`src/rtl/cic5_pkg.sv`:
```
package cic5_pkg;
  localparam int CIC_ORDER = 5;

  // Weight of one modulator bit: +1 for a high bit, -1 for a low bit.
  function automatic logic signed [1:0] bit_to_step(input logic b);
    return b ? 2'sb01 : 2'sb11;
  endfunction

  // Decimation period for a select code.
  function automatic int unsigned period_of(input int unsigned log2_min,
                                            input int unsigned sel);
    return 32'd1 << (log2_min + sel);
  endfunction

  // Output width that carries +/- Rmax^5.
  function automatic int unsigned acc_width(input int unsigned log2_max);
    return 2 + CIC_ORDER * log2_max;
  endfunction
endpackage

```
`src/rtl/cic5_ctrl.sv`:
```
module cic5_ctrl
  import cic5_pkg::*;
#(
  parameter int LOG2_MIN = 3,
  parameter int SEL_W    = 2,
  localparam int LOG2_MAX = LOG2_MIN + (1 << SEL_W) - 1,
  localparam int CNT_W    = LOG2_MAX,
  localparam int WU_W     = $clog2(CIC_ORDER + 1)
) (
  input  logic             clk,
  input  logic             rst_n,
  input  logic             clr,
  input  logic [SEL_W-1:0] ratio_sel,
  input  logic             in_valid,
  output logic             tick,
  output logic             emit
);
  logic [SEL_W-1:0] act_sel;
  logic [CNT_W-1:0] cnt;
  logic [CNT_W-1:0] last_idx;
  logic [WU_W-1:0]  wu;
  logic             warm_done;

  always_comb begin
    last_idx  = CNT_W'(period_of(LOG2_MIN, 32'(act_sel)) - 1);
    warm_done = (wu == WU_W'(CIC_ORDER));
    tick      = in_valid && (cnt == last_idx);
    emit      = tick && warm_done;
  end

  always_ff @(posedge clk) begin
    if (clr) begin
      cnt     <= '0;
      wu      <= '0;
      act_sel <= ratio_sel;
    end else if (in_valid) begin
      cnt <= tick ? '0 : cnt + 1'b1;
      if (tick && !warm_done) wu <= wu + 1'b1;
    end
  end

  AST_CNT_BOUND: assert property (@(posedge clk) disable iff (!rst_n)
    cnt <= last_idx);
  AST_RATIO_HELD: assert property (@(posedge clk) disable iff (!rst_n)
    !clr |=> $stable(act_sel));
  AST_WARM_NO_DROP: assert property (@(posedge clk) disable iff (!rst_n)
    !clr |=> (wu >= $past(wu)));
endmodule

```
`src/rtl/cic5_integ.sv`:
```
module cic5_integ #(
  parameter int W = 32
) (
  input  logic                clk,
  input  logic                rst_n,
  input  logic                clr,
  input  logic                en,
  input  logic signed [W-1:0] din,
  output logic signed [W-1:0] acc
);
  // Wrap-around two's-complement accumulation.
  always_ff @(posedge clk) begin
    if (clr)     acc <= '0;
    else if (en) acc <= acc + din;
  end

  AST_HOLD_WHEN_IDLE: assert property (@(posedge clk) disable iff (!rst_n)
    (!en && !clr) |=> $stable(acc));
endmodule

```
`src/rtl/cic5_comb.sv`:
```
module cic5_comb
  import cic5_pkg::*;
#(
  parameter int W = 32
) (
  input  logic                clk,
  input  logic                rst_n,
  input  logic                clr,
  input  logic                tick,
  input  logic                emit,
  input  logic signed [W-1:0] din,
  output logic signed [W-1:0] dout,
  output logic                dvalid
);
  genvar k;
  for (k = 0; k < CIC_ORDER; k++) begin : g_cmb
    logic signed [W-1:0] src;
    logic signed [W-1:0] dly;
    logic signed [W-1:0] diff;
    if (k == 0) begin : g_first
      assign src = din;
    end else begin : g_next
      assign src = g_cmb[k-1].diff;
    end
    assign diff = src - dly;
    always_ff @(posedge clk) begin
      if (clr)       dly <= '0;
      else if (tick) dly <= src;
    end
  end

  always_ff @(posedge clk) begin
    if (clr) begin
      dvalid <= 1'b0;
      dout   <= '0;
    end else begin
      dvalid <= emit;
      if (emit) dout <= g_cmb[CIC_ORDER-1].diff;
    end
  end

  AST_CLR_QUIET: assert property (@(posedge clk) disable iff (!rst_n)
    clr |=> !dvalid);
  AST_EMIT_ON_TICK: assert property (@(posedge clk) disable iff (!rst_n)
    dvalid |-> $past(tick));
endmodule

```
`src/rtl/cic5_decim.sv`:
```
module cic5_decim
  import cic5_pkg::*;
#(
  parameter int LOG2_MIN = 3,
  parameter int SEL_W    = 2,
  localparam int LOG2_MAX = LOG2_MIN + (1 << SEL_W) - 1,
  localparam int OUT_W    = 2 + CIC_ORDER * LOG2_MAX
) (
  input  logic                    clk,
  input  logic                    rst_n,
  input  logic                    sync_clr,
  input  logic [SEL_W-1:0]        ratio_sel,
  input  logic                    mod_bit,
  input  logic                    mod_valid,
  output logic signed [OUT_W-1:0] smp_out,
  output logic                    smp_valid
);
  logic                    clr_all;
  logic                    evt_tick;
  logic                    evt_emit;
  logic signed [1:0]       step;
  logic signed [OUT_W-1:0] step_ext;
  logic signed [OUT_W-1:0] int_last;

  assign clr_all  = !rst_n || sync_clr;
  assign step     = bit_to_step(mod_bit);
  assign step_ext = {{(OUT_W-2){step[1]}}, step};

  cic5_ctrl #(.LOG2_MIN(LOG2_MIN), .SEL_W(SEL_W)) u_ctrl (
    .clk(clk), .rst_n(rst_n), .clr(clr_all), .ratio_sel(ratio_sel),
    .in_valid(mod_valid), .tick(evt_tick), .emit(evt_emit)
  );

  genvar k;
  for (k = 0; k < CIC_ORDER; k++) begin : g_int
    logic signed [OUT_W-1:0] src;
    logic signed [OUT_W-1:0] acc;
    if (k == 0) begin : g_first
      assign src = step_ext;
    end else begin : g_next
      assign src = g_int[k-1].acc;
    end
    cic5_integ #(.W(OUT_W)) u_int (
      .clk(clk), .rst_n(rst_n), .clr(clr_all), .en(mod_valid),
      .din(src), .acc(acc)
    );
  end
  assign int_last = g_int[CIC_ORDER-1].acc;

  cic5_comb #(.W(OUT_W)) u_comb (
    .clk(clk), .rst_n(rst_n), .clr(clr_all), .tick(evt_tick),
    .emit(evt_emit), .din(int_last), .dout(smp_out), .dvalid(smp_valid)
  );

  AST_OUT_NEEDS_INPUT: assert property (@(posedge clk) disable iff (!rst_n)
    smp_valid |-> $past(mod_valid && !sync_clr));
endmodule

```
`config.mk`:
```
export PLATFORM = sky130hd
export DESIGN_NAME = cic5_decim
export DESIGN_NICKNAME = d
export VERILOG_FILES = /design/src/rtl/cic5_pkg.sv /design/src/rtl/cic5_ctrl.sv /design/src/rtl/cic5_integ.sv /design/src/rtl/cic5_comb.sv /design/src/rtl/cic5_decim.sv
export SDC_FILE = /design/constraint.sdc
export NUM_CORES = 1
export LEC_CHECK = 0
export CORE_MARGIN = 5
export CORE_UTILIZATION = 50
export DETAILED_ROUTE_END_ITERATION = 10
export GPL_TIMING_DRIVEN = 1
export PLACE_DENSITY = 0.74
export SLEW_MARGIN = 20
export SYNTH_ARGS = -nofsm -noshare
export SYNTH_HDL_FRONTEND = slang
export SYNTH_SLANG_ARGS = --single-unit
```
`constraint.sdc`:
```
create_clock -name clk -period 17.85 [get_ports clk]
set_input_delay 2.6775 -clock clk [delete_from_list [all_inputs] [get_ports clk]]
set_output_delay 2.6775 -clock clk [all_outputs]
set_load 0.01 [all_outputs]
```
* Word level (Yosys, flattened, before mapping) *
Index checks and enable logic that the tools add are counted.
W data, S select, Z words.

word-level totals
  ROM bits = 0
  memories = 0
  output and inout bits = 33
  bits in registers = 364
  word-level logic and storage cells = 41
  memory bits (writable) = 0
  bits in latches = 0
  bits of input ports = 7

operators by class
  mux-type cells = 2
  eq/ne operators = 2
  multipliers = 0
  magnitude comparators = 0
  bitwise logic cells = 0
  reduce and logical (&&, ||, !) cells = 7
  add/subtract/negate cells = 14
  divide/modulo/power cells = 0
  shift operators = 1

operators with widths
  operator                count
  $sub A32 B32 Y32        5
  $add A32 B32 Y32        4
  $add A32 B2 Y32         1
  $shl A1 B32 Y6 const A  1
  $add A6 B1 Y6 const B   1
  $eq A6 B6 Y1            1
  $mux W6                 1
  $sub A6 B1 Y6 const B   1
  $add A2 B2 Y3 const A   1
  $add A3 B1 Y3 const B   1
  $eq A3 B3 Y1 const B    1
  $logic_and A1 B1 Y1     3
  $logic_not A1 Y1        2
  $mux W2                 1
  $reduce_and A2 Y1       1
  $logic_or A1 B1 Y1      1

* Longest topological paths before layout *
Gate-level depths: netlist of the first run.

  depth after elaboration = 7
  depth in mapped cells = 49
  depth with buffers taken out = 48

* Cells and area by module *
From an unflattened synthesis of the first run, not the netlist that was laid out.

second synthesis, totals
  cell total of the unflattened synthesis = 3,456
  area total of the unflattened synthesis = 28,957.8 µm²

by module, submodules not included
  module      sequential area each (µm²)  cells an instance  area an instance (µm²)  instances
  cic5_comb   3,863.7                     1,753              14,487.6                1
  cic5_integ  640.6                       327                2,768.9                 5
  cic5_ctrl   240.2                       65                 611.8                   1
  cic5_decim  0.0                         3                  13.8                    1

* Least setup slack after synthesis of the first run *
No wires, ideal clock.

  path kind = flip-flop to flip-flop
  start = register g_int[4].u_int.acc[0]
  end = register u_comb.dout[30]
  buffers on the path = 1
  data arrival time = 8.024 ns
  setup slack = 9.702 ns
  stages on the path, launching flop included = 47
  clock period less this slack = 8.148 ns
  cell sequence = dfxtp_1 > inv_1 > ha_1 > inv_1 > fa_1 > a21o_1 > a21oi_1 > o211ai_1 > a21oi_1 > o21bai_1 > a21oi_1 > xnor2_1 > ha_1 > buf_4 > and4_1 > a21oi_1 > a21oi_1 > o31a_1 > (+11 left out) > or3_1 > o21ai_0 > xnor2_1 > ha_1 > a21oi_1 > o21ai_0 > o21a_1 > or3_1 > and2_1 > ha_1 > and3_1 > nand2_1 > nor3_1 > a21oi_1 > o311a_1 > a21oi_1 > xnor2_1 > o21ai_0

between the ends
  cells in the longest elaborated chain, start to end = 5

RTL lines
  element                       RTL line          source
  from (decl)                   cic5_integ.sv:9   output logic signed [W-1:0] acc
  from (signal assigned)        cic5_integ.sv:14  else if (en) acc <= acc + din;
  $sub A32 B32 Y32              cic5_comb.sv:25   assign diff = src - dly;
  via u_comb.g_cmb[0].diff[10]  cic5_comb.sv:19   logic signed [W-1:0] diff;
  $sub A32 B32 Y32              cic5_comb.sv:25
  via u_comb.g_cmb[1].diff[17]  cic5_comb.sv:19
  $sub A32 B32 Y32              cic5_comb.sv:25
  via u_comb.g_cmb[2].diff[24]  cic5_comb.sv:19
  $sub A32 B32 Y32              cic5_comb.sv:25
  via u_comb.g_cmb[3].diff[26]  cic5_comb.sv:19
  $sub A32 B32 Y32              cic5_comb.sv:25
  to (signal assigned)          cic5_comb.sv:38   if (emit) dout <= g_cmb[CIC_ORDER-1].diff;
  to (decl)                     cic5_comb.sv:12   output logic signed [W-1:0] dout,

The timed path passes the listed nets, and every way through them passes these cells.
A chain may end at the register's enable or synchronous reset.

* Worst setup path in the final report of the first run *
Same ends and word-level chain as after synthesis.

==> results.cfg, run 1 <==
[run_status]
run_status = completed

[hold_path]
hold_sp = u_comb.dout[6]
worst_hold_path.num_cells = 2
hp-class = reg2reg
whs_endpoint = u_comb.dout[6]

[cts]
clock_tree_from_tritoncts = built
cts_num_sinks = 364
clkLatencyLatePin_ns = 0.56
post_cts_resized = 0
setup_buffers_after_cts = 0
hold_buffers_post_cts = 0
clock_pin_slew_of_the_registers_on_the_worst_case_setup_and_hold_paths_ns = 0.06
cell_at_the_root_of_the_clock_tree = clkbuf_16
clockBufferDepth = 3
clock_tree.htree_level_count = 2
cts_inserted_buffers = 42

[detailed_routing]
routed_wl_microns = 59300
dr_total_vias = 23824
wire_per_inst_microns = 13.69
drt_first_iter_violations = 1083
detail_route.drc_violations = 0
firstDrtPassIters = 5
via_to_cell_ratio = 5.498
drtAntennaViolNets = 0

[placed_design]
detailed_place_hpwl_microns = 42610
place.detailed.instances = 4259
gpl.final_weighted_congestion = 0.8795
port_buffers = 39

[synthesis]
yosysTopAreaCell = dfxtp_1
dominantRegCellSynth = dfxtp_1
synthesis.instances = 3585
yosysTopAreaCellShare_pct = 26.17
synth-edff-count = 2
synthDistinctLibCells = 92
synth_simple_gate_area_share_pct = 17.71
synth.yosys.warnings = 0
synth-seq-cells = 364
mappedNetlistNets = 3915
netlist_top_cells_area = dfxtp_1 (26%), ha_1 (14%), a21oi_1 (8.0%)
syn-cell-area_sq_um = 27700
combinational_family_with_the_most_area_after_synthesis = compound AO/OA/AOI/OAI gates
postSynth.asyncResetShare_pct = 0
avgSynthCellArea_sq_um = 7.726
post_synth_xor_area_fraction_pct = 8.741
synthMuxAreaShare_pct = 3.076
synth_compound_gate_area_share_pct = 24.01
synth.most_common_cell = nand2_1
synth_adder_area_share_pct = 14.86
synth_common_cells = nand2_1 (453), a21oi_1 (442), dfxtp_1 (362), nor2_1 (323), ha_1 (313)
sequential_cell_area_fraction_in_the_yosys_report_pct = 26.38

[floorplanning]
die_h_microns = 245.4
floorplan.initialDensity_pct = 50.37
die_span_x_microns = 245.4
die_area_sq_um = 60200
rows = 86
core_box_area_sq_um = 54990
floorplan.io_pins = 40

[worst_setup_path]
reg2reg_path_depth = 47
cp_max_fo = 7
worstSetupPathType = reg2reg
worst_ep_arrival_time_ns = 9.74
critical_path.endpoint_type = flip-flop
crit-reg2reg-launch = g_int[4].u_int.acc[0]
cp_data_required_time_ns = 18.29
setup.worst_path.start = g_int[4].u_int.acc[0]
critPathMaxStageDelay_ns = 0.51
rrSetupSlack_ns = 8.55
rr_endpoint = u_comb.dout[30]
critical_path.most_common_cell = a21oi_1
worstSetupStartpointType = flip-flop
critical-path-slowest-cell = o41ai_1

[layout]
n_antenna_cell = 0
drive_above_1_share_pct = 3.040
net_count_reported_at_finish = 3885
final-instance-count-excl-fill = 4333
area_delta_synth_final_pct = 8.254

[sta]
clock.fmax_ghz = 0.1075
report.final.hold_viol_count = 0
final_slew_violations = 0
skew_ns = 0.01228
final.setup.tns_ns = 0
total_of_endpoints_with_negative_setup_slack_in_the_final_report = 0
period_share_pct = 52.12
relSlewSlack_pct = 31.93
min_period_ns = 9.304
worst_pin_slew_ns = 1.021
grt_setup_unrepaired = no

[global_routing]
grt_start_max_net_pins = 168
grt_pass1_vias = 22420
grt_antenna_before_repair = 0
grt_pass1_wl_microns = 102100
global_route_usage_sum_pct = 19.10
total_congestion_overflow = 0

[power]
switching_component_of_the_power_mw = 1.601
p_clk_share_pct = 21.8
power-per-cell-area_nw_per_um2 = 129.6
power.internal_mw = 2.284
pwr-share-seq_pct = 21.3
switching_share_pct = 41.21
power.static_leakage_nw = 12.48
power_frac_comb_pct = 56.9
power.ir.vdd_worst_mv = 0.1239

[run]
drv.max_cap_violation_count = 0
## critical path, delay by kind of cell, from the launching register on
kind	cells	cell delay (ns)
AO/OA/AOI/OAI	27	4.76
adder cells (fa/ha/maj)	6	1.93
AND/OR/NAND/NOR	8	1.41
XOR/XNOR	4	0.64
flip-flops	1	0.33
buffers and inverters	2	0.12
## flip-flops by register name (all words and copies together) (netlist names)
signal and count:
u_ctrl.act_sel 2, g_int.u_int.acc 160, u_comb.dvalid 1, u_ctrl.cnt 6
u_comb.g_cmb.dly 160, u_ctrl.wu 3, u_comb.dout 32
## layout make-up
type | instances | area [sq um]
clock buffers | 67 | 1276
clock inverters | 7 | 63.81
fillers | 5247 | 25000
inverters | 251 | 949.7
multi-input cells | 2845 | 18960
flip-flops and latches | 364 | 7307
well taps | 748 | 935.9
repair buffers | 51 | 494.2
## power by group through the flow
stage,clock network (mW),registers (mW),logic (mW)
6_report,0.849,0.826,2.21
5_1_grt,0.904,0.827,2.47
4_1_cts,0.872,0.826,2.21
3_5_place_dp,0,0.844,2.20
3_3_place_gp,0,0.844,2.19
2_1_floorplan,0,0.842,1.79
## kinds of logic (layout without fill, tap and decap cells)
group,after synthesis,in the layout
adder cells (fa/ha/maj),323,323
multiplexers,85,85
AO/OA/AOI/OAI,1056,1056
buffers and inverters,376,376
XOR/XNOR,273,273
flip-flops,364,364
AND/OR/NAND/NOR,1108,1108
## cell usage in the layout, fill, tap and decap left out, types with 7 or more instances in the layout
| master | count |
|---|---|
| nor2_1 | 323 |
| nand2b_1 | 38 |
| clkbuf_8 | 11 |
| o211ai_1 | 18 |
| a211o_1 | 7 |
| mux2i_1 | 84 |
| a21oi_1 | 442 |
| dfxtp_1 | 362 |
| nand2_1 | 453 |
| o21bai_1 | 48 |
| xor2_1 | 81 |
| xnor2_1 | 190 |
| ha_1 | 313 |
| buf_4 | 11 |
| clkbuf_16 | 43 |
| o41ai_1 | 9 |
| a21o_1 | 142 |
| o21ai_0 | 147 |
| o21a_1 | 43 |
| nor4_1 | 13 |
| clkdlybuf4s50_1 | 38 |
| a31oi_1 | 24 |
| a211oi_1 | 61 |
| nand3_1 | 74 |
| or2_2 | 7 |
| fa_1 | 10 |
| o31ai_1 | 16 |
| inv_1 | 249 |
| o31a_1 | 8 |
| nor3_1 | 48 |
| nor2b_1 | 40 |
| and2_1 | 9 |
| nand4_1 | 26 |
| and3_1 | 21 |
| clkbuf_1 | 13 |
| or3_1 | 23 |
## how the worst max path moves through the flow
stage                       to  slack (ns)  cells after the start
2_1_floorplan  u_comb.dout[30]        9.70                     46
3_3_place_gp   u_comb.dout[30]        8.91                     46
3_5_place_dp   u_comb.dout[30]        8.65                     46
4_1_cts        u_comb.dout[30]        8.54                     46
5_1_grt        u_comb.dout[30]        7.39                     47
6_report       u_comb.dout[30]        8.55                     47
## metrics by stage
step           power, mW  hold slack [ns]  util (%)  cell area (sq um)  setup WS (ns)
3_3_place_gp       3.032           0.4387     52.09              28640          8.913
2_1_floorplan      2.634           0.4319         -              27700          9.702
5_1_grt            4.196           0.4692     54.53              29980          7.392
3_5_place_dp       3.041           0.4441     52.09              28640          8.647
4_1_cts            3.911           0.4517     54.53              29980          8.540
6_report           3.885           0.4490     54.53              29980          8.546
## per-layer routing
| metal | vias up | routed length [microns] | GRT usage, % | share of wire (%) |
|---|---|---|---|---|
| met5 | - | 0 | 0 | 0 |
| met1 | 10977 | 27880 | 24.20 | 47 |
| met3 | 64 | 1359 | 2.054 | 2.3 |
| li1 | 12569 | - | - | - |
| met4 | 0 | 1000 | 4.431 | 1.7 |
| met2 | 214 | 29060 | 34.94 | 49 |
(Power assumes the default switching activity.)
==> run 2, diff against run 1 <==
--- a/config.mk
+++ b/config.mk
@@ -9,7 +9,7 @@
 export CORE_UTILIZATION = 50
 export DETAILED_ROUTE_END_ITERATION = 10
 export GPL_TIMING_DRIVEN = 1
-export PLACE_DENSITY = 0.74
+export PLACE_DENSITY = 0.76
 export SLEW_MARGIN = 20
 export SYNTH_ARGS = -nofsm -noshare
 export SYNTH_HDL_FRONTEND = slang
==> constraint.sdc (replaced) <==
create_clock -name clk -period 8.2 [get_ports clk]
set_input_delay 1.23 -clock clk [delete_from_list [all_inputs] [get_ports clk]]
set_output_delay 1.23 -clock clk [all_outputs]
set_load 0.01 [all_outputs]
==> run 2 against run 1 <==
Net effect: die area unchanged; maximum frequency increased by 14%; worst hold slack about the same; setup slack got worse by 8.5 ns; register-to-register slack got worse by 8.5 ns.
==> results.cfg, run 2 (synthesis results as in run 1) <==
[run_status]
run_status = completed

[worst_setup_path]
critical-path-slowest-cell = ha_1
setup.worst_path.start = g_int[4].u_int.acc[0]
rr_endpoint = u_comb.dout[31]
cp_max_fo = 5
crit-reg2reg-launch = g_int[4].u_int.acc[0]
cp_data_required_time_ns = 8.65
critPathMaxStageDelay_ns = 0.39
critical_path.top_delay_family = compound AO/OA/AOI/OAI gates
worstSetupStartpointType = flip-flop
sum_of_buffers_and_inverters_on_the_critical_path = 4
critical_path.most_common_cell = a21oi_2
critical_path.endpoint_type = flip-flop
worstSetupPathType = reg2reg
reg2reg_path_depth = 47
worst_ep_arrival_time_ns = 8.58
rrSetupSlack_ns = 0.07
crit_end = u_comb.dout[31]
critical_path_depth = 47

[power]
power.ir.vdd_worst_mv = 0.3790
power.static_leakage_nw = 13.46
power-per-cell-area_nw_per_um2 = 319.9

[sta]
grt_setup_unrepaired = yes
setup_ws_ns = 0.07087
relSlewSlack_pct = 32.83
final.setup.tns_ns = 0
final_slew_violations = 0
report.final.hold_viol_count = 0
worst_pin_slew_ns = 1.007
min_period_ns = 8.129
period_share_pct = 99.14
total_of_endpoints_with_negative_setup_slack_in_the_final_report = 0
clock.fmax_ghz = 0.1230
skew_ns = 0.01093

[layout]
n_antenna_cell = 0
final-instance-count-excl-fill = 4485
area_delta_synth_final_pct = 15.55
fin_util_pct = 58.21
drive_above_1_share_pct = 10.60
final_cell_mix = nand2_1 (451), a21oi_1 (407), dfxtp_1 (357)
net_count_reported_at_finish = 4037
most_common_library_cell_in_the_layout_ignoring_fill_and_taps = nand2_1
largest_registers = g_int.u_int.acc x160, u_comb.g_cmb.dly x160, u_comb.dout x32

[placed_design]
gpl.final_weighted_congestion = 0.8615
detailed_place_hpwl_microns = 46500
place.detailed.instances = 4378
port_buffers = 39
pre_cts_setup_slack_ns = -0.3949

[detailed_routing]
wire_per_inst_microns = 14.82
drtAntennaViolNets = 0
firstDrtPassIters = 5
detail_route.drc_violations = 0
via_to_cell_ratio = 5.573
dr_total_vias = 24994
routed_wl_microns = 66480
drt_first_iter_violations = 1528

[floorplanning]
floorplan.initialDensity_pct = 50.37
die_area_sq_um = 60200
die_span_x_microns = 245.4
die_h_microns = 245.4
core_box_area_sq_um = 54990
floorplan.io_pins = 40
rows = 86

[global_routing]
grt_pass1_vias = 23063
total_congestion_overflow = 0
grt_pass1_wl_microns = 108300
global_route_usage_sum_pct = 20.63
grt_start_max_net_pins = 187
grt_antenna_before_repair = 0

[cts]
clock_tree_from_tritoncts = built
clkLatencyLatePin_ns = 0.58
cts_inserted_buffers = 43
cts_num_sinks = 364
clockBufferDepth = 3
clock_tree.htree_level_count = 2
clock_pin_slew_of_the_registers_on_the_worst_case_setup_and_hold_paths_ns = 0.06
cell_at_the_root_of_the_clock_tree = clkbuf_16

[hold_path]
hp-class = reg2reg
hold_sp = u_comb.dout[5]

[run]
drv.max_cap_violation_count = 0
==> run 2: changes by cell type in the layout (fill, tap and decap cells not counted), moves of 12 or more <==
cell	before	now
xnor2_1	190	175
a21oi_2	1	36
xnor2_2	0	15
buf_4	11	156
ha_1	313	296
o21ai_0	147	135
a21oi_1	442	407
==> run 2: cell type report <==
class | instances | area, sq um
sequential | 364 | 7313
clock inverter | 13 | 195.2
clock buffer | 62 | 1260
tap | 748 | 935.9
timing repair buffer | 202 | 1650
inverter | 251 | 949.7
multi-input combinational | 2845 | 19700
fill | 4883 | 22980
==> run 2: report_power, final <==
part / switching (mW) / internal [mW]
Clock: 0.784 / 1.22
Sequential: 0.0170 / 1.78
Combinational: 3.29 / 3.14
==> run 2: how the worst min path moves through the flow <==
stage          slack [ns]  depth (start not counted)                 endpoint
2_1_floorplan        0.43                          2  u_comb.g_cmb[3].dly[26]
3_3_place_gp         0.44                          2           u_comb.dout[6]
3_5_place_dp         0.44                          2  u_comb.g_cmb[3].dly[26]
4_1_cts              0.45                          2  u_comb.g_cmb[3].dly[26]
5_1_grt              0.46                          2  u_comb.g_cmb[0].dly[14]
6_report             0.45                          2           u_comb.dout[5]
==> run 2: routing by layer <==
metal / global-route usage (%) / wire length, microns / vias up
li1: - / - / 12845
met1: 25.45 / 29290 / 11710
met2: 37.53 / 33420 / 333
met3: 2.391 / 1911 / 106
met4: 6.662 / 1859 / 0
met5: 0 / 0 / -
==> run 2: through the flow <==
| step | hold WS, ns | cell area, sq um | power (mW) |
|---|---|---|---|
| global placement | 0.4375 | 29540 | 7.281 |
| finish | 0.4488 | 32000 | 10.24 |
| global route | 0.4641 | 32000 | 10.95 |
| CTS | 0.4513 | 31170 | 9.489 |
| floorplan | 0.4319 | 27700 | 5.734 |
| detailed placement | 0.4433 | 29540 | 7.323 |
==> run 2: tightest hold or removal path, cell delays in order, from the launching register on <==
cell and delay, ns:
dfxtp_1 0.30, nand2_1 0.05, a21oi_1 0.05
==> run 2: timing repair <==
action | in CTS | in global routing
buffers inserted | 10 | 23
resized for setup | 24 | 143
pin swaps | 35 | 94
hold buffers | 0 | 0
endpoints found under the setup margin | 8 | 14
==> run 3, diff against run 2 <==
--- a/config.mk
+++ b/config.mk
@@ -5,7 +5,6 @@
 export SDC_FILE = /design/constraint.sdc
 export NUM_CORES = 1
 export LEC_CHECK = 0
-export CORE_MARGIN = 5
 export CORE_UTILIZATION = 50
 export DETAILED_ROUTE_END_ITERATION = 10
 export GPL_TIMING_DRIVEN = 1
==> run 3 against run 2 <==
Net effect: sequential power about the same; maximum frequency down 0.26%; die area down 6.4%; setup slack worse by 0.021 ns.
==> results.cfg, run 3 (synthesis results as in run 1) <==
[power]
power.ir.vdd_worst_mv = 0.3913
p_clk_share_pct = 19.3
total_power_mw = 10.26
switching_share_pct = 40.89
power.static_leakage_nw = 13.40
power_frac_comb_pct = 63.2
power.internal_mw = 6.066
switching_component_of_the_power_mw = 4.197
pwr-share-seq_pct = 17.5
power-per-cell-area_nw_per_um2 = 322.8

[floorplanning]
floorplan.initialDensity_pct = 51.06
rows = 85
die_area_sq_um = 56340
floorplan.io_pins = 40
die_span_x_microns = 237.4
die_h_microns = 237.4
core_box_area_sq_um = 54240

[global_routing]
grt_antenna_before_repair = 0
grt_pass1_vias = 22985
total_congestion_overflow = 0
grt_pass1_wl_microns = 102400
global_route_usage_sum_pct = 20.92
grt_start_max_net_pins = 175

[layout]
final-instance-count-excl-fill = 4428
fin_util_pct = 58.62
regArea_sq_um = 7310
net_count_reported_at_finish = 4031
final_cell_mix = nand2_1 (448), a21oi_1 (411), dfxtp_1 (360)
area_delta_synth_final_pct = 14.79
drive_above_1_share_pct = 9.968
n_antenna_cell = 0
most_common_library_cell_in_the_layout_ignoring_fill_and_taps = nand2_1
largest_registers = g_int.u_int.acc x160, u_comb.g_cmb.dly x160, u_comb.dout x32
filler_cell_count = 4836
design_area_final_sq_um = 31790
multiInputGateArea_sq_um = 19610

[cts]
hold_buffers_post_cts = 0
clockBufferDepth = 3
cts_num_sinks = 364
clock_tree_from_tritoncts = built
clock_pin_slew_of_the_registers_on_the_worst_case_setup_and_hold_paths_ns = 0.06
clkLatencyLatePin_ns = 0.59
clock_tree.htree_level_count = 2
cell_at_the_root_of_the_clock_tree = clkbuf_16
cts_inserted_buffers = 43

[worst_setup_path]
critPathMaxStageDelay_ns = 0.39
worstSetupPathType = reg2reg
rr_endpoint = u_comb.dout[27]
cp_max_fo = 5
worst_ep_arrival_time_ns = 8.66
rrSetupSlack_ns = 0.05
critical_path.most_common_cell = a21o_1
critical_path.endpoint_type = flip-flop
crit_end = u_comb.dout[27]
worstSetupStartpointType = flip-flop
critical_path.top_delay_family = compound AO/OA/AOI/OAI gates
critical-path-slowest-cell = ha_1
crit-reg2reg-launch = g_int[4].u_int.acc[0]
reg2reg_path_depth = 45
cp_data_required_time_ns = 8.71
critical_path_depth = 45
sum_of_buffers_and_inverters_on_the_critical_path = 6
setup.worst_path.start = g_int[4].u_int.acc[0]

[sta]
skew_ns = 0.02083
grt_setup_unrepaired = yes
worst_pin_slew_ns = 0.9605
min_period_ns = 8.150
report.final.hold_viol_count = 0
period_share_pct = 99.39
final_slew_violations = 0
total_of_endpoints_with_negative_setup_slack_in_the_final_report = 0
relSlewSlack_pct = 35.42
clock.fmax_ghz = 0.1227

[detailed_routing]
wire_per_inst_microns = 13.86
drt_first_iter_violations = 1182
firstDrtPassIters = 5
detail_route.drc_violations = 0
via_to_cell_ratio = 5.571
dr_total_vias = 24669
routed_wl_microns = 61350
drtAntennaViolNets = 0

[placed_design]
place.detailed.instances = 4324
gpl.final_weighted_congestion = 0.8629
placement.cell_area_sq_um = 29460
detailed_place_hpwl_microns = 42970
port_buffers = 39

[hold_path]
hp-class = reg2reg

[run_status]
run_status = completed

[run]
drv.max_cap_violation_count = 0
==> run 3: changes by cell type in the layout (fill, tap and decap cells not counted), sizes merged <==
cell,delta
buf,-6
clkinv,+1
inv,+1
clkbuf,+2
bufinv,-2
clkinvlp,-1
==> run 3: worst min-delay path by stage <==
stage | end | start | depth (start not counted)
5_1_grt | u_comb.g_cmb[1].dly[4] | u_comb.g_cmb[1].dly[4] | 2
4_1_cts | u_comb.dout[1] | u_comb.dout[1] | 2
3_3_place_gp | u_comb.dout[11] | u_comb.dout[11] | 2
3_5_place_dp | u_comb.dout[1] | u_comb.dout[1] | 2
2_1_floorplan | u_comb.g_cmb[3].dly[26] | u_comb.g_cmb[3].dly[26] | 2
6_report | u_comb.dout[11] | u_comb.dout[11] | 2
==> run 3: tightest hold or removal path: stages, from the launching register on <==
cell and delay [ns]:
dfxtp_1 0.31, nand2_1 0.05, a21oi_1 0.05
==> run 3: cell type report <==
type                    instances  area share, %
clock buffers                  64          4.042
inverters                     251          2.987
flip-flops and latches        364          22.99
clock inverters                12         0.5509
repair buffers                196          5.002
well taps                     696          2.739
multi-input cells            2845          61.69
==> run 3: repair_timing <==
action,4_1_cts,5_1_grt
pin swaps,28,80
buffers inserted,9,19
resized for setup,27,119
hold endpoints to repair,0,0
endpoints found under the setup margin,7,13
==> run 3: per-stage QoR <==
stage               hold WS [ns]  setup WS, ns  setup TNS [ns]
finish                    0.4495       0.04973               0
CTS                       0.4531      0.002538               0
detailed placement        0.4456       -0.1929         -0.8322
floorplan                 0.4319       0.05173               0
global placement          0.4396      -0.08251         -0.1844
global route              0.4660       -0.4301          -2.927
==> run 3: routing by layer <==
layer	part of all wire, %	up-vias	GRT usage (%)	wire (microns)
met2	50	279	38.67	30440
met4	2.2	0	6.530	1326
met1	46	11463	24.98	27920
met3	2.7	86	2.532	1664
met5	0	-	0	0
li1	-	12841	-	-
==> run 3: power by group through the flow <==
stage	clock network (mW)	logic [mW]	registers, mW
after floorplan	0	3.90	1.83
after global placement	0	5.39	1.84
after detailed placement	0	5.43	1.84
after CTS	2.02	5.68	1.80
after global routing	2.10	7.04	1.80
final	1.98	6.48	1.80
